<file path="config.mk">
export PLATFORM = sky130hd
export DESIGN_NAME = subcarrier_nco
export DESIGN_NICKNAME = d
export VERILOG_FILES = /design/src/rtl/subcarrier_nco_pkg.sv /design/src/rtl/nco_phase_acc.sv /design/src/rtl/burst_window.sv /design/src/rtl/pal_axis_flag.sv /design/src/rtl/subcarrier_nco.sv
export SDC_FILE = /design/constraint.sdc
export NUM_CORES = 1
export LEC_CHECK = 0
export BUFFER_PORTS_ARGS = -buffer_cell sky130_fd_sc_hd__buf_2
export CORE_MARGIN = 4
export CORE_UTILIZATION = 47
export CTS_CLUSTER_DIAMETER = 150
export DETAILED_ROUTE_END_ITERATION = 8
export GPL_TIMING_DRIVEN = 0
export PLACE_DENSITY_LB_ADDON = 0.08
export SETUP_SLACK_MARGIN = 0.05
export SKIP_LAST_GASP = 1
export SYNTH_ARGS = -nofsm -noshare
export SYNTH_HDL_FRONTEND = slang
export SYNTH_SLANG_ARGS = --single-unit
</file>
<file path="constraint.sdc">
create_clock -name clk -period 5.1 [get_ports clk]
set_clock_uncertainty 0.2 [all_clocks]
set_input_delay 0.765 -clock clk [delete_from_list [all_inputs] [get_ports clk]]
set_output_delay 0.765 -clock clk [all_outputs]
set_load 0.01 [all_outputs]
</file>
<file path="src/rtl/subcarrier_nco_pkg.sv">
package subcarrier_nco_pkg;

   typedef enum logic [1:0] {
      GATE_IDLE = 2'd0,
      GATE_WAIT = 2'd1,
      GATE_OPEN = 2'd2
   } gate_state_e;

   // NTSC subcarrier as num/den Hz: 315e6/88
   localparam logic [63:0] NTSC_NUM = 64'd315_000_000;
   localparam logic [63:0] NTSC_DEN = 64'd88;
   // PAL subcarrier: (1135/4 + 1/625) * 15625 Hz = 17734475/4 Hz
   localparam logic [63:0] PAL_NUM  = 64'd17_734_475;
   localparam logic [63:0] PAL_DEN  = 64'd4;

   // round(num/den / clk_hz * 2^accw), computed in 128-bit integer arithmetic
   function automatic logic [63:0] step_calc(input logic [63:0] num,
                                             input logic [63:0] den,
                                             input logic [63:0] clk_hz,
                                             input int unsigned accw);
      logic [127:0] t;
      logic [127:0] d;
      t = {64'd0, num} << (accw + 1);
      d = {64'd0, den} * {64'd0, clk_hz};
      t = t / d;
      t = (t + 128'd1) >> 1;
      return t[63:0];
   endfunction

endpackage

</file>
<file path="src/rtl/nco_phase_acc.sv">
module nco_phase_acc
   import subcarrier_nco_pkg::*;
#(
   parameter int unsigned ACC_W   = 32,
   parameter int unsigned PHASE_W = 12,
   parameter longint unsigned CLK_HZ = 27_000_000
) (
   input  logic               clk,
   input  logic               rst_n,
   input  logic               std_pal,
   output logic [PHASE_W-1:0] phase,
   output logic               wrap
);
   localparam logic [63:0] STEP_N64 = step_calc(NTSC_NUM, NTSC_DEN, 64'(CLK_HZ), ACC_W);
   localparam logic [63:0] STEP_P64 = step_calc(PAL_NUM, PAL_DEN, 64'(CLK_HZ), ACC_W);
   localparam logic [ACC_W-1:0] STEP_N = STEP_N64[ACC_W-1:0];
   localparam logic [ACC_W-1:0] STEP_P = STEP_P64[ACC_W-1:0];
   localparam logic [63:0] BUCKET = 64'd1 << (ACC_W - PHASE_W);

   generate
      if (ACC_W < 16 || ACC_W > 48) begin : g_bad_acc
         $error("nco_phase_acc: ACC_W must lie in 16..48");
      end
      if (PHASE_W < 2 || PHASE_W > ACC_W) begin : g_bad_phase
         $error("nco_phase_acc: PHASE_W must lie in 2..ACC_W");
      end
      if (STEP_N64 <= BUCKET || STEP_P64 <= BUCKET) begin : g_bad_step
         $error("nco_phase_acc: step must exceed one phase bucket");
      end
      if (CLK_HZ < 64'd9_000_000) begin : g_bad_clk
         $error("nco_phase_acc: clock below twice the highest subcarrier");
      end
   endgenerate

   logic [ACC_W-1:0] acc_q;
   logic [ACC_W-1:0] step;
   logic [ACC_W:0]   sum;

   assign step = std_pal ? STEP_P : STEP_N;
   assign sum  = {1'b0, acc_q} + {1'b0, step};
   assign wrap = sum[ACC_W];

   always_ff @(posedge clk or negedge rst_n) begin
      if (!rst_n) acc_q <= '0;
      else        acc_q <= sum[ACC_W-1:0];
   end

   generate
      if (PHASE_W == ACC_W) begin : g_full
         assign phase = acc_q;
      end else begin : g_slice
         assign phase = acc_q[ACC_W-1 -: PHASE_W];
      end
   endgenerate

   // a carry out must leave the accumulator below its old value (R6 cycle counting)
   assert_wrap_lowers_R6: assert property (@(posedge clk) disable iff (!rst_n)
      wrap |=> (acc_q < $past(acc_q)));
   // without a carry the accumulator never moves backwards (R4 continuity)
   assert_no_backstep_R4: assert property (@(posedge clk) disable iff (!rst_n)
      !wrap |=> (acc_q > $past(acc_q)));

endmodule

</file>
<file path="src/rtl/burst_window.sv">
module burst_window
   import subcarrier_nco_pkg::*;
#(
   parameter int unsigned DLY_W      = 8,
   parameter int unsigned BURST_NTSC = 9,
   parameter int unsigned BURST_PAL  = 10
) (
   input  logic             clk,
   input  logic             rst_n,
   input  logic             std_pal,
   input  logic             sync_end,
   input  logic [DLY_W-1:0] delay,
   input  logic             wrap,
   output logic             burst_en
);
   localparam int unsigned LEN_MAX = (BURST_PAL > BURST_NTSC) ? BURST_PAL : BURST_NTSC;
   localparam int unsigned CYC_W   = $clog2(LEN_MAX + 1);
   localparam logic [CYC_W-1:0] LEN_N = CYC_W'(BURST_NTSC);
   localparam logic [CYC_W-1:0] LEN_P = CYC_W'(BURST_PAL);

   generate
      if (BURST_NTSC < 1 || BURST_PAL < 1) begin : g_bad_len
         $error("burst_window: burst lengths must be at least one cycle");
      end
      if (DLY_W < 1 || DLY_W > 16) begin : g_bad_dly
         $error("burst_window: DLY_W must lie in 1..16");
      end
   endgenerate

   gate_state_e      st_q;
   logic [DLY_W-1:0] dly_q;
   logic [CYC_W-1:0] cyc_q;
   logic [CYC_W-1:0] len_q;

   always_ff @(posedge clk or negedge rst_n) begin
      if (!rst_n) begin
         st_q  <= GATE_IDLE;
         dly_q <= '0;
         cyc_q <= '0;
         len_q <= '0;
      end else if (sync_end) begin
         st_q  <= GATE_WAIT;
         dly_q <= delay;
         cyc_q <= '0;
         len_q <= std_pal ? LEN_P : LEN_N;
      end else begin
         unique case (st_q)
            GATE_WAIT: begin
               if (dly_q == '0) begin
                  st_q  <= GATE_OPEN;
                  cyc_q <= '0;
               end else begin
                  dly_q <= dly_q - 1'b1;
               end
            end
            GATE_OPEN: begin
               if (wrap) begin
                  if (cyc_q == len_q - 1'b1) st_q <= GATE_IDLE;
                  else                       cyc_q <= cyc_q + 1'b1;
               end
            end
            default: st_q <= GATE_IDLE;
         endcase
      end
   end

   assign burst_en = (st_q == GATE_OPEN);

   // the breezeway expiring opens the window on the next edge
   assert_open_after_delay_R5: assert property (@(posedge clk) disable iff (!rst_n)
      (st_q == GATE_WAIT && dly_q == '0 && !sync_end) |=> burst_en);
   // the window only ever closes on a carry out of the accumulator
   assert_close_on_wrap_R6: assert property (@(posedge clk) disable iff (!rst_n)
      (burst_en && !wrap && !sync_end) |=> burst_en);
   // completed-cycle count stays below the latched length
   assert_cycle_bound_R7: assert property (@(posedge clk) disable iff (!rst_n)
      burst_en |-> (cyc_q < len_q));

endmodule

</file>
<file path="src/rtl/pal_axis_flag.sv">
module pal_axis_flag (
   input  logic clk,
   input  logic rst_n,
   input  logic std_pal,
   input  logic line_start,
   input  logic frame_start,
   output logic v_invert
);
   logic flag_q;

   always_ff @(posedge clk or negedge rst_n) begin
      if (!rst_n)                      flag_q <= 1'b0;
      else if (frame_start || !std_pal) flag_q <= 1'b0;
      else if (line_start)             flag_q <= ~flag_q;
   end

   assign v_invert = flag_q;

   assert_line_toggle_R8: assert property (@(posedge clk) disable iff (!rst_n)
      (std_pal && line_start && !frame_start) |=> (v_invert != $past(v_invert)));
   assert_frame_clear_R9: assert property (@(posedge clk) disable iff (!rst_n)
      frame_start |=> !v_invert);
   assert_ntsc_clear_R10: assert property (@(posedge clk) disable iff (!rst_n)
      !std_pal |=> !v_invert);

endmodule

</file>
<file path="src/rtl/subcarrier_nco.sv">
module subcarrier_nco
   import subcarrier_nco_pkg::*;
#(
   parameter int unsigned     ACC_W      = 32,
   parameter int unsigned     PHASE_W    = 12,
   parameter longint unsigned CLK_HZ     = 27_000_000,
   parameter int unsigned     DLY_W      = 8,
   parameter int unsigned     BURST_NTSC = 9,
   parameter int unsigned     BURST_PAL  = 10
) (
   input  logic               clk,
   input  logic               rst_n,
   input  logic               std_pal,
   input  logic               line_start,
   input  logic               sync_end,
   input  logic               frame_start,
   input  logic [DLY_W-1:0]   burst_delay,
   output logic [PHASE_W-1:0] phase,
   output logic               burst_en,
   output logic               v_invert
);
   logic wrap;

   nco_phase_acc #(
      .ACC_W   (ACC_W),
      .PHASE_W (PHASE_W),
      .CLK_HZ  (CLK_HZ)
   ) u_acc (
      .clk     (clk),
      .rst_n   (rst_n),
      .std_pal (std_pal),
      .phase   (phase),
      .wrap    (wrap)
   );

   burst_window #(
      .DLY_W      (DLY_W),
      .BURST_NTSC (BURST_NTSC),
      .BURST_PAL  (BURST_PAL)
   ) u_burst (
      .clk      (clk),
      .rst_n    (rst_n),
      .std_pal  (std_pal),
      .sync_end (sync_end),
      .delay    (burst_delay),
      .wrap     (wrap),
      .burst_en (burst_en)
   );

   pal_axis_flag u_flag (
      .clk         (clk),
      .rst_n       (rst_n),
      .std_pal     (std_pal),
      .line_start  (line_start),
      .frame_start (frame_start),
      .v_invert    (v_invert)
   );

   // a fresh sync end always closes any open window on the next edge
   assert_restart_closes_R5: assert property (@(posedge clk) disable iff (!rst_n)
      sync_end |=> !burst_en);

endmodule

</file>
==> results of run 1 <==
[sequential cells by signal, indices dropped and copies added (netlist names)]
signal and cells:
u_burst.dly_q 8, u_burst.st_q 2, u_burst.cyc_q 4, u_flag.v_invert 1, u_acc.acc_q 32, u_burst.len_q 3
[layer usage]
metal | GRT usage [%] | vias up | part of all wire (%)
li1 | - | 1363 | -
met1 | 25.2 | 1277 | 51
met5 | 0 | - | 0
met4 | 4.15 | 0 | 0.87
met2 | 27.2 | 34 | 45
met3 | 2.68 | 6 | 3.2
[power breakdown]
group / switching, mW / leakage [nW] / internal, mW
Clock: 0.137 / 0.0452 / 0.0972
Combinational: 0.655 / 1.03 / 0.558
Sequential: 0.106 / 0.588 / 0.544
[cells in the mapped netlist, types with 2 or more instances]
cell | n | area [um^2]
sky130_fd_sc_hd__a211o_1 | 2 | 17.5
sky130_fd_sc_hd__a211oi_2 | 2 | 25.0
sky130_fd_sc_hd__a21o_1 | 5 | 37.5
sky130_fd_sc_hd__a21oi_1 | 23 | 115
sky130_fd_sc_hd__a31o_1 | 2 | 17.5
sky130_fd_sc_hd__a31oi_1 | 5 | 31.3
sky130_fd_sc_hd__and2_1 | 2 | 12.5
sky130_fd_sc_hd__and3_1 | 11 | 68.8
sky130_fd_sc_hd__buf_4 | 12 | 90.1
sky130_fd_sc_hd__clkbuf_1 | 5 | 18.8
sky130_fd_sc_hd__dfrtp_1 | 50 | 1250
sky130_fd_sc_hd__ha_1 | 23 | 288
sky130_fd_sc_hd__inv_1 | 13 | 48.8
sky130_fd_sc_hd__mux2_2 | 3 | 33.8
sky130_fd_sc_hd__mux2i_1 | 3 | 30.0
sky130_fd_sc_hd__nand2_1 | 38 | 143
sky130_fd_sc_hd__nand2b_1 | 5 | 31.3
sky130_fd_sc_hd__nand3_1 | 7 | 35.0
sky130_fd_sc_hd__nand4_1 | 4 | 25.0
sky130_fd_sc_hd__nor2_1 | 27 | 101
sky130_fd_sc_hd__nor2b_1 | 5 | 31.3
sky130_fd_sc_hd__nor3_1 | 11 | 55.1
sky130_fd_sc_hd__nor3b_1 | 5 | 37.5
sky130_fd_sc_hd__nor4_1 | 3 | 18.8
sky130_fd_sc_hd__o211ai_1 | 4 | 30.0
sky130_fd_sc_hd__o21a_1 | 2 | 15.0
sky130_fd_sc_hd__o21ai_0 | 15 | 75.1
sky130_fd_sc_hd__o21ai_1 | 2 | 10.0
sky130_fd_sc_hd__o21bai_1 | 3 | 22.5
sky130_fd_sc_hd__o22ai_1 | 2 | 12.5
sky130_fd_sc_hd__o31ai_1 | 3 | 22.5
sky130_fd_sc_hd__or2_2 | 2 | 12.5
sky130_fd_sc_hd__or3_1 | 3 | 18.8
sky130_fd_sc_hd__or4_1 | 3 | 22.5
sky130_fd_sc_hd__xnor2_1 | 26 | 228
sky130_fd_sc_hd__xor2_1 | 8 | 70.1
[path summary, 6_finish.rpt]
check	to	slack (ns)	cells after the start
max	u_burst.cyc_q[2]$_DFFE_PN0P_	1.68	9
max reg2reg	u_burst.cyc_q[2]$_DFFE_PN0P_	2.49	7
min	u_acc.acc_q[0]$_DFF_PN0_	0.25	1
min reg2reg	u_acc.acc_q[0]$_DFF_PN0_	0.25	1
min in group asynchronous	u_burst.dly_q[7]$_DFFE_PN0P_	0.48	1
max in group asynchronous	u_acc.acc_q[22]$_DFF_PN0_	3.52	1
[final cells by class]
type	count	area, um^2	area share (%)
inverters	13	48.8	1.31
clock buffers	6	72.6	1.95
multi-input cells	282	1960	52.7
clock inverters	2	13.8	0.371
plain buffers	18	114	3.07
flip-flops and latches	50	1250	33.7
repair buffers	27	135	3.64
well taps	96	120	3.24
[placed cells by master, fill, tap and decap left out, drive strengths merged, types with 12 or more instances in the layout]
cell type  count
a21oi         24
buf           40
dfrtp         50
ha            23
inv           13
nand2         38
nor2          27
nor3          12
o21ai         18
xnor2         26
[kinds of logic (layout without fill, tap and decap cells)]
family,Yosys count,in the layout
fa+ha+maj,23,23
mux,6,6
flops,50,50
xor+xnor,34,34
simple gates,134,134
buf+inv,31,66
compound gates,85,85
==> key figures, run 1 <==
Run status
  – Result of the run: complete, no violations

Worst setup path
  – Crit path launch type: primary input
  – WP data required: 5.10 ns
  – Highest fanout seen on the critical path: 12
  – Cell with the largest stage delay on the worst path: sky130_fd_sc_hd__ha_1
  – Reg2reg start: u_acc.acc_q[13]$_DFF_PN0_
  – Nature of the critical path endpoint: flip-flop
  – Largest delay contributor family on the critical path: compound AO/OA/AOI/OAI gates
  – Signal arrival time at the worst endpoint: 3.42 ns
  – Category of the critical setup timing path: in2reg
  – Setup crit start: std_pal
  – Number of buffer and inverter stages on the critical path: 2
  – Cell breakdown of the critical path: buf_2 > inv_1 > ha_1 > a211oi_2 > o21ai_1 > a221oi_2 > o21ai_1 > a31o_1 > a211o_1
  – Delay contributed by the slowest stage of the critical path: 0.48 ns
  – Most repeated library cell on the critical path: sky130_fd_sc_hd__o21ai_1

Cells and area
  – Cell area after layout: 0.00371 mm^2
  – Fraction of final layout cells with drive strength greater than 1: 16.6%
  – Number of nets in the final layout: 434
  – Final core occ: 54.0%
  – Synth-to-layout area growth: 10.1%
  – Layout filler cell count: 654
  – Antenna Diode Count: 0
  – Cell Count, Final, Fillers Out: 494

Floorplanning
  – Total die area: 0.00859 mm^2
  – Starting utilization of the core area: 49.1%
  – Y dimension of the die: 92.7 um
  – Placement row count: 30
  – Width of the chip: 92.7 um
  – Area of the core: 0.00687 mm^2
  – Number of I/O pins: 28

STA
  – Slew of the pin with the lowest slew margin: 1.16 ns
  – Max Fclk: 0.293 GHz
  – Part of the cycle the worst path needs: 67.0%
  – Final slew viol count: 0
  – Rel. slew slack: 22.9%
  – Final Hold Slack: 0.247 ns
  – Final-report hold violation count: 0
  – Fin crit period: 3.42 ns
  – Unrepaired setup endpoints after global routing: false
  – Final sum of negative setup slack: 0 ns
  – Final worst setup slack: 1.68 ns
  – Total of endpoints with negative setup slack in the final report: 0

Placement
  – Buffers on Ports: 27
  – Sum of net half-perimeters after detailed placement: 5.08 mm
  – Dpl cell area: 0.00363 mm^2
  – DP Cell Count: 486
  – Final Wtd Congestion: 0.813
  – Worst-case setup slack after placement: 1.34 ns

Routing
  – Detailed Route WL: 6.81 mm
  – DRC marker count from the first detailed-route iteration: 90
  – Number of iterations in the first detailed-routing pass: 4
  – Detailed-route vias per instance: 5.43
  – Detailed-route wire length per cell: 13.8 um
  – Number of nets still failing antenna checks after routing: 0
  – DRC violation count after routing: 0
  – Number of vias in the routed layout: 2680

Yosys
  – Netlist area before placement: 0.00337 mm^2
  – Compound-cell area share of the yosys netlist: 18.4%
  – Syn Area/Cell: 9.29 um^2
  – Synthesized flop and latch total: 50
  – Count of mapped cells out of synthesis: 363
  – Post-Synth Simple-Gate Area: 20.3%
  – Number of synthesized flops with an enable pin: 0
  – Proportion of synthesized flip-flops having asynchronous set or reset: 100%
  – Fraction of synthesized cell area in xor and xnor cells: 8.83%
  – Adder-Cell Fraction of Synth Area: 8.54%
  – Nets in the synthesized netlist: 400
  – Yosys warns: 0
  – Top FF cell, synth: sky130_fd_sc_hd__dfrtp_1
  – Main combinational cell family by area after synthesis: simple AND/OR/NAND/NOR gates
  – Distinct cell type count after synthesis: 60
  – Share of cell area taken by muxes after synthesis: 1.89%
  – Share of synthesized area occupied by flip-flops and latches: 37.1%

CTS
  – Post-cts hold buffer count: 0
  – Buffer type at the clock tree root: sky130_fd_sc_hd__clkbuf_8
  – Htree depth: 2
  – TritonCTS sink count: 50
  – CTS tree: yes
  – Count of buffers added by post-CTS timing repair for setup: 0
  – Clock buffer count from CTS: 5
  – Number of gates resized after cts: 0
  – Insertion delay of the later-clocked pin in the worst-skew pair: 0.30 ns
  – Clock-pin slew of the registers on the worst-case setup and hold paths: 0.10 ns
  – Number of buffers between clock root and the deepest sink: 2

GRT
  – Largest net degree at the start of global routing: 51
  – All-layer global routing usage: 17.3%
  – First-pass GRT wire length: 12.2 mm
  – Vias in the first global route: 2603
  – Initial antenna violation count: 0
  – Sum of overflow across all layers after global routing: 0

Pwr
  – IR drop worst, VDD: 245 uV
  – Total power draw: 2.10 mW
  – Cell leakage power: 1.67 nW
  – Power density relative to cell area: 565 mW/mm^2

Flow run
  – Max-cap violations: 0

Hold path
  – Launch point of the worst hold path: u_acc.acc_q[0]$_DFF_PN0_
  – Worst min path class: reg2reg
No activity file was read; power rests on OpenSTA's default activity.
==> inputs of run 2 (changes only) <==
- clock period: 5.1 -> 3.2 ns (I/O delays scaled with it)
==> key figures, run 2 (synthesis gave the netlist of run 1 again) <==
Cells and area
  – Cell area after layout: 0.00374 mm^2 (was 0.00371 mm^2)
  – Synth-to-layout area growth: 11.0% (was 10.1%)
  – Antenna Diode Count: 0 (unchanged)
  – Largest register by flop count: u_acc.acc_q (unchanged)
  – Largest registers in the final layout: u_acc.acc_q (32), u_burst.dly_q (8), u_burst.cyc_q (4) (unchanged)
  – Final core occ: 54.5% (was 54.0%)
  – Fraction of final layout cells with drive strength greater than 1: 17.3% (was 16.6%)
  – Number of nets in the final layout: 436 (was 434)
  – Most common cell after layout, fill and taps aside: sky130_fd_sc_hd__dfrtp_1 (unchanged)
  – Leading cell types in the layout, fill and taps excluded: 50 x sky130_fd_sc_hd__dfrtp_1, 38 x sky130_fd_sc_hd__nand2_1, 27 x sky130_fd_sc_hd__buf_2, 27 x sky130_fd_sc_hd__nor2_1, 26 x sky130_fd_sc_hd__xnor2_1 (was 50 x sky130_fd_sc_hd__dfrtp_1, 38 x sky130_fd_sc_hd__nand2_1, 28 x sky130_fd_sc_hd__buf_2, 27 x sky130_fd_sc_hd__nor2_1, 26 x sky130_fd_sc_hd__xnor2_1)
  – Number of flip-flops under the largest register name: 32 (unchanged)
  – Layout filler cell count: 652 (was 654)

Worst setup path
  – Reg2reg start: u_acc.acc_q[24]$_DFF_PN0_ (was u_acc.acc_q[13]$_DFF_PN0_)
  – Signal arrival time at the worst endpoint: 2.94 ns (was 3.42 ns)
  – Category of the critical setup timing path: in2reg (unchanged)
  – Highest fanout seen on the critical path: 11 (was 12)
  – Register-to-register path setup slack: 0.61 ns (was 2.49 ns)
  – Setup crit start: std_pal (unchanged)
  – Nature of the critical path endpoint: flip-flop (unchanged)
  – WP data required: 3.20 ns (was 5.10 ns)
  – Crit path launch type: primary input (unchanged)

CTS
  – CTS tree: yes (unchanged)
  – TritonCTS sink count: 50 (unchanged)
  – Clock buffer count from CTS: 5 (unchanged)
  – Buffer type at the clock tree root: sky130_fd_sc_hd__clkbuf_8 (unchanged)
  – Number of buffers between clock root and the deepest sink: 2 (unchanged)
  – Insertion delay of the later-clocked pin in the worst-skew pair: 0.30 ns (about the same)
  – Clock-pin slew of the registers on the worst-case setup and hold paths: 0.09 ns (was 0.10 ns)
  – Htree depth: 2 (unchanged)

Flow run
  – Max-cap violations: 0 (unchanged)

Pwr
  – IR drop worst, VDD: 418 uV (was 245 uV)
  – Reported net switching power: 1.44 mW (was 898 uW)
  – Switching fraction of total power: 42.9% (was 42.8%)
  – Combinational share of power: 58.1% (was 57.8%)
  – Internal: 1.92 mW (was 1.20 mW)
  – Part of the power in the clock network: 11.1% (was 11.2%)
  – Power density relative to cell area: 897 mW/mm^2 (was 565 mW/mm^2)
  – Cell leakage power: 1.67 nW (about the same)
  – Total power draw: 3.36 mW (was 2.10 mW)
  – Relative contribution of sequential cells to total power: 30.9% (was 31.0%)

Floorplanning
  – Area of the core: 0.00687 mm^2 (unchanged)
  – Total die area: 0.00859 mm^2 (unchanged)
  – Starting utilization of the core area: 49.1% (unchanged)
  – Number of I/O pins: 28 (unchanged)
  – Y dimension of the die: 92.7 um (unchanged)
  – Placement row count: 30 (unchanged)
  – Width of the chip: 92.7 um (unchanged)

Placement
  – Final Wtd Congestion: 0.813 (unchanged)
  – Worst-case setup slack after placement: -0.280 ns (was 1.34 ns)
  – Sum of net half-perimeters after detailed placement: 5.08 mm (unchanged)
  – Buffers on Ports: 27 (unchanged)
  – Dpl cell area: 0.00363 mm^2 (unchanged)

Hold path
  – Worst min path class: in2reg (was reg2reg)
  – Launch point of the worst hold path: frame_start (was u_acc.acc_q[0]$_DFF_PN0_)

GRT
  – All-layer global routing usage: 17.3% (unchanged)
  – Vias in the first global route: 2603 (unchanged)
  – Largest net degree at the start of global routing: 51 (unchanged)
  – Sum of overflow across all layers after global routing: 0 (unchanged)
  – First-pass GRT wire length: 12.2 mm (unchanged)
  – Initial antenna violation count: 0 (unchanged)

STA
  – Slew of the pin with the lowest slew margin: 1.16 ns (about the same)
  – Unrepaired setup endpoints after global routing: false (unchanged)
  – Fin crit period: 2.94 ns
  – Final-report hold violation count: 0 (unchanged)
  – Final slew viol count: 0 (unchanged)
  – Total of endpoints with negative setup slack in the final report: 0 (unchanged)
  – Max Fclk: 0.340 GHz
  – Rel. slew slack: 22.9% (about the same)
  – Final worst setup slack: 0.256 ns (was 1.68 ns)
  – Final sum of negative setup slack: 0 ns (unchanged)
  – Part of the cycle the worst path needs: 92.0%

Routing
  – Number of vias in the routed layout: 2698 (was 2680)
  – Number of nets still failing antenna checks after routing: 0 (unchanged)
  – Detailed Route WL: 6.83 mm (was 6.81 mm)
  – Detailed-route vias per instance: 5.44 (was 5.43)
  – DRC violation count after routing: 0 (unchanged)
  – Number of iterations in the first detailed-routing pass: 4 (unchanged)
  – Detailed-route wire length per cell: 13.8 um (about the same)
  – DRC marker count from the first detailed-route iteration: 103 (was 90)

Run status
  – Result of the run: complete, no violations (unchanged)
[run 2: final timing paths]
kind | to | cells after the start
max | u_burst.cyc_q[2]$_DFFE_PN0P_ | 10
min | u_flag.v_invert$_DFFE_PN0P_ | 2
max reg2reg | u_burst.cyc_q[2]$_DFFE_PN0P_ | 8
min reg2reg | u_acc.acc_q[0]$_DFF_PN0_ | 1
max in group asynchronous | u_acc.acc_q[22]$_DFF_PN0_ | 1
min in group asynchronous | u_burst.dly_q[7]$_DFFE_PN0P_ | 1
[run 2: per-stage QoR]
| step | cells | hold WS [ns] |
|---|---|---|
| after floorplan | 363 | -0.0156 |
| after global placement | 486 | 0.234 |
| after detailed placement | 486 | 0.244 |
| after CTS | 494 | 0.114 |
| after global routing | 496 | 0.130 |
| final | 496 | 0.126 |
[run 2: routing by layer]
metal	GRT usage [%]	routed length, um	part of all wire (%)
met5	0	0	0
met4	4.15	53	0.78
met3	2.68	216	3.2
met2	27.2	3080	45
met1	25.2	3490	51
[run 2: power groups by stage]
stage / combinational (mW) / clock, mW / sequential (mW)
2_1_floorplan: 1.57 / 0 / 1.01
3_3_place_gp: 1.91 / 0 / 1.04
3_5_place_dp: 1.93 / 0 / 1.05
4_1_cts: 1.95 / 0.394 / 1.04
5_1_grt: 2.20 / 0.411 / 1.07
6_report: 1.95 / 0.371 / 1.04
[run 2: layout make-up]
type / count / area [um^2] / area share, %
Clock buffer: 6 / 72.6 / 1.94
Timing Repair Buffer: 29 / 153 / 4.08
Inverter: 13 / 52.6 / 1.40
Clock inverter: 2 / 13.8 / 0.368
Sequential cell: 50 / 1250 / 33.4
Multi-Input combinational cell: 282 / 1960 / 52.5
Buffer: 18 / 114 / 3.04
Tap cell: 96 / 120 / 3.21
[run 2: critical path: stages]
cell and delay, ns:
sky130_fd_sc_hd__clkbuf_4 0.23, sky130_fd_sc_hd__clkinvlp_4 0.12, sky130_fd_sc_hd__buf_4 0.18, sky130_fd_sc_hd__ha_1 0.41, sky130_fd_sc_hd__a211oi_4 0.33, sky130_fd_sc_hd__o21ai_1 0.19, sky130_fd_sc_hd__a221oi_2 0.28, sky130_fd_sc_hd__o21ai_1 0.22
sky130_fd_sc_hd__a31o_1 0.23, sky130_fd_sc_hd__a211o_1 0.26
[run 2: what timing repair did]
action                                 4_1_cts  5_1_grt
hold buffers                                 0        0
resized for setup                            0        3
buffers inserted                             0        2
setup endpoints to repair                    0       15
endpoints found under the hold margin        0        0
==> inputs of run 3 (changes only) <==
- CORE_UTILIZATION: 47 -> 59
==> key figures, run 3 (synthesis gave the netlist of run 1 again) <==
Run status
  – Result of the run: complete, no violations (unchanged)

Routing
  – DRC violation count after routing: 0 (unchanged)
  – Detailed Route WL: 6.72 mm (was 6.83 mm)
  – Detailed-route vias per instance: 5.80 (was 5.44)
  – Number of iterations in the first detailed-routing pass: 4 (unchanged)
  – Number of vias in the routed layout: 2736 (was 2698)
  – Number of nets still failing antenna checks after routing: 0 (unchanged)
  – DRC marker count from the first detailed-route iteration: 160 (was 103)
  – Detailed-route wire length per cell: 14.2 um (was 13.8 um)

Floorplanning
  – Number of I/O pins: 28 (unchanged)
  – Starting utilization of the core area: 60.8% (was 49.1%)
  – Width of the chip: 83.6 um (was 92.7 um)
  – Total die area: 0.00699 mm^2 (was 0.00859 mm^2)
  – Y dimension of the die: 83.6 um (was 92.7 um)
  – Area of the core: 0.00554 mm^2 (was 0.00687 mm^2)
  – Placement row count: 27 (was 30)

Placement
  – Dpl cell area: 0.00360 mm^2 (was 0.00363 mm^2)
  – Buffers on Ports: 27 (unchanged)
  – Sum of net half-perimeters after detailed placement: 5.03 mm (was 5.08 mm)
  – Final Wtd Congestion: 0.830 (was 0.813)
  – Worst-case setup slack after placement: -0.207 ns (was -0.280 ns)

Worst setup path
  – Cell with the largest stage delay on the worst path: sky130_fd_sc_hd__ha_1 (unchanged)
  – Signal arrival time at the worst endpoint: 2.95 ns (was 2.94 ns)
  – Register-to-register path setup slack: 0.58 ns (was 0.61 ns)
  – Category of the critical setup timing path: in2reg (unchanged)
  – Nature of the critical path endpoint: flip-flop (unchanged)
  – Delay contributed by the slowest stage of the critical path: 0.39 ns (was 0.41 ns)
  – Setup crit start: std_pal (unchanged)
  – Reg2reg start: u_acc.acc_q[24]$_DFF_PN0_ (unchanged)
  – Worst R2R Path Depth: 8 (unchanged)
  – Highest fanout seen on the critical path: 12 (was 11)
  – WP data required: 3.20 ns (about the same)
  – Most repeated library cell on the critical path: sky130_fd_sc_hd__o21ai_1 (unchanged)
  – Worst setup path endpoint: u_burst.cyc_q[2]$_DFFE_PN0P_ (unchanged)
  – Cell breakdown of the critical path: clkbuf_4 > clkinvlp_4 > buf_4 > ha_1 > a211oi_2 > o21ai_1 > a221oi_2 > o21ai_1 > a31o_1 > a211o_1 (was clkbuf_4 > clkinvlp_4 > buf_4 > ha_1 > a211oi_4 > o21ai_1 > a221oi_2 > o21ai_1 > a31o_1 > a211o_1)
  – Worst r2r dst: u_burst.cyc_q[2]$_DFFE_PN0P_ (unchanged)
  – Crit path launch type: primary input (unchanged)

STA
  – Rel. slew slack: 25.1% (was 22.9%)
  – Final Hold Slack: 0.107 ns (was 0.126 ns)
  – Unrepaired setup endpoints after global routing: false (unchanged)
  – Part of the cycle the worst path needs: 92.2% (was 92.0%)
  – Fin crit period: 2.95 ns (was 2.94 ns)
  – Slew of the pin with the lowest slew margin: 1.12 ns (was 1.16 ns)
  – Final sum of negative setup slack: 0 ns (unchanged)
  – Max Fclk: 0.339 GHz (was 0.340 GHz)
  – Final worst setup slack: 0.251 ns (was 0.256 ns)
  – Final slew viol count: 0 (unchanged)
  – Final-report hold violation count: 0 (unchanged)
  – Total of endpoints with negative setup slack in the final report: 0 (unchanged)

Cells and area
  – Most common cell after layout, fill and taps aside: sky130_fd_sc_hd__dfrtp_1 (unchanged)
  – Largest registers in the final layout: u_acc.acc_q (32), u_burst.dly_q (8), u_burst.cyc_q (4) (unchanged)
  – Fraction of final layout cells with drive strength greater than 1: 17.5% (was 17.3%)
  – Antenna Diode Count: 0 (unchanged)
  – Number of nets in the final layout: 436 (unchanged)
  – Synth-to-layout area growth: 10.3% (was 11.0%)
  – Cell area after layout: 0.00372 mm^2 (was 0.00374 mm^2)
  – Leading cell types in the layout, fill and taps excluded: 50 x sky130_fd_sc_hd__dfrtp_1, 38 x sky130_fd_sc_hd__nand2_1, 27 x sky130_fd_sc_hd__buf_2, 27 x sky130_fd_sc_hd__nor2_1, 26 x sky130_fd_sc_hd__xnor2_1 (unchanged)
  – Largest register by flop count: u_acc.acc_q (unchanged)
  – Number of flip-flops under the largest register name: 32 (unchanged)

Hold path
  – Hold depth: 2 (unchanged)
  – Worst min path class: in2reg (unchanged)
  – Launch point of the worst hold path: frame_start (unchanged)

CTS
  – CTS tree: yes (unchanged)
  – Number of buffers between clock root and the deepest sink: 2 (unchanged)
  – TritonCTS sink count: 50 (unchanged)
  – Insertion delay of the later-clocked pin in the worst-skew pair: 0.31 ns (was 0.30 ns)
  – Clock buffer count from CTS: 5 (unchanged)
  – Buffer type at the clock tree root: sky130_fd_sc_hd__clkbuf_8 (unchanged)
  – Htree depth: 2 (unchanged)
  – Clock-pin slew of the registers on the worst-case setup and hold paths: 0.10 ns (was 0.09 ns)
  – Post-cts hold buffer count: 0 (unchanged)

GRT
  – Initial antenna violation count: 0 (unchanged)
  – First-pass GRT wire length: 12.1 mm (was 12.2 mm)
  – Largest net degree at the start of global routing: 51 (unchanged)
  – Vias in the first global route: 2567 (was 2603)
  – Sum of overflow across all layers after global routing: 0 (unchanged)
  – All-layer global routing usage: 20.6% (was 17.3%)

Flow run
  – Max-cap violations: 0 (unchanged)

Pwr
  – Power density relative to cell area: 913 mW/mm^2 (was 897 mW/mm^2)
  – IR drop worst, VDD: 528 uV (was 418 uV)
  – Total power draw: 3.39 mW (was 3.36 mW)
  – Cell leakage power: 1.68 nW (was 1.67 nW)
==> run 3: cell counts in the layout (fill, tap and decap cells not counted) <==
No cell type changed its count.
==> run 3: layer usage <==
metal | vias to the layer above | track usage, % | share of wire, %
met3 | 10 | 3.36 | 4.9
li1 | 1366 | - | -
met1 | 1300 | 29.8 | 48
met4 | 0 | 5.85 | 1.5
met5 | - | 0 | 0
met2 | 60 | 32.0 | 45
==> run 3: per-stage QoR <==
stage,utilization (%),cells
after global placement,64.9,462
after global routing,67.1,472
after CTS,66.7,470
after floorplan,-,363
after detailed placement,64.9,462
final,67.1,472
==> run 3: final cells by class <==
| cell class | instances | area [um^2] |
|---|---|---|
| plain buffers | 18 | 114 |
| well taps | 72 | 90.1 |
| flip-flops and latches | 50 | 1250 |
| clock buffers | 6 | 82.6 |
| inverters | 13 | 52.6 |
| repair buffers | 29 | 153 |
| fillers | 463 | 1820 |
| multi-input cells | 282 | 1960 |
| clock inverters | 2 | 17.5 |
==> run 3: worst min path at each step <==
stage                                   to  slack, ns
2_1_floorplan     u_acc.acc_q[0]$_DFF_PN0_      -0.02
3_3_place_gp      u_acc.acc_q[0]$_DFF_PN0_       0.23
3_5_place_dp      u_acc.acc_q[0]$_DFF_PN0_       0.23
4_1_cts        u_flag.v_invert$_DFFE_PN0P_       0.10
5_1_grt        u_flag.v_invert$_DFFE_PN0P_        0.1
6_report       u_flag.v_invert$_DFFE_PN0P_       0.11
==> run 3: where the power goes <==
| group | total (mW) | internal [mW] | switching [mW] |
|---|---|---|---|
| Clock | 0.402 | 0.178 | 0.224 |
| Combinational | 1.95 | 0.891 | 1.06 |
| Sequential | 1.04 | 0.868 | 0.172 |
==> run 3: critical path: cells and delay by family <==
kind | cells | cell delay [ns]
buffers and inverters | 3 | 0.53
AO/OA/AOI/OAI | 6 | 1.53
adder cells (fa/ha/maj) | 1 | 0.39
==> run 3: repair_timing <==
action	CTS	global route
setup buffers	0	2
resized for setup	0	2
endpoints found under the setup margin	0	8
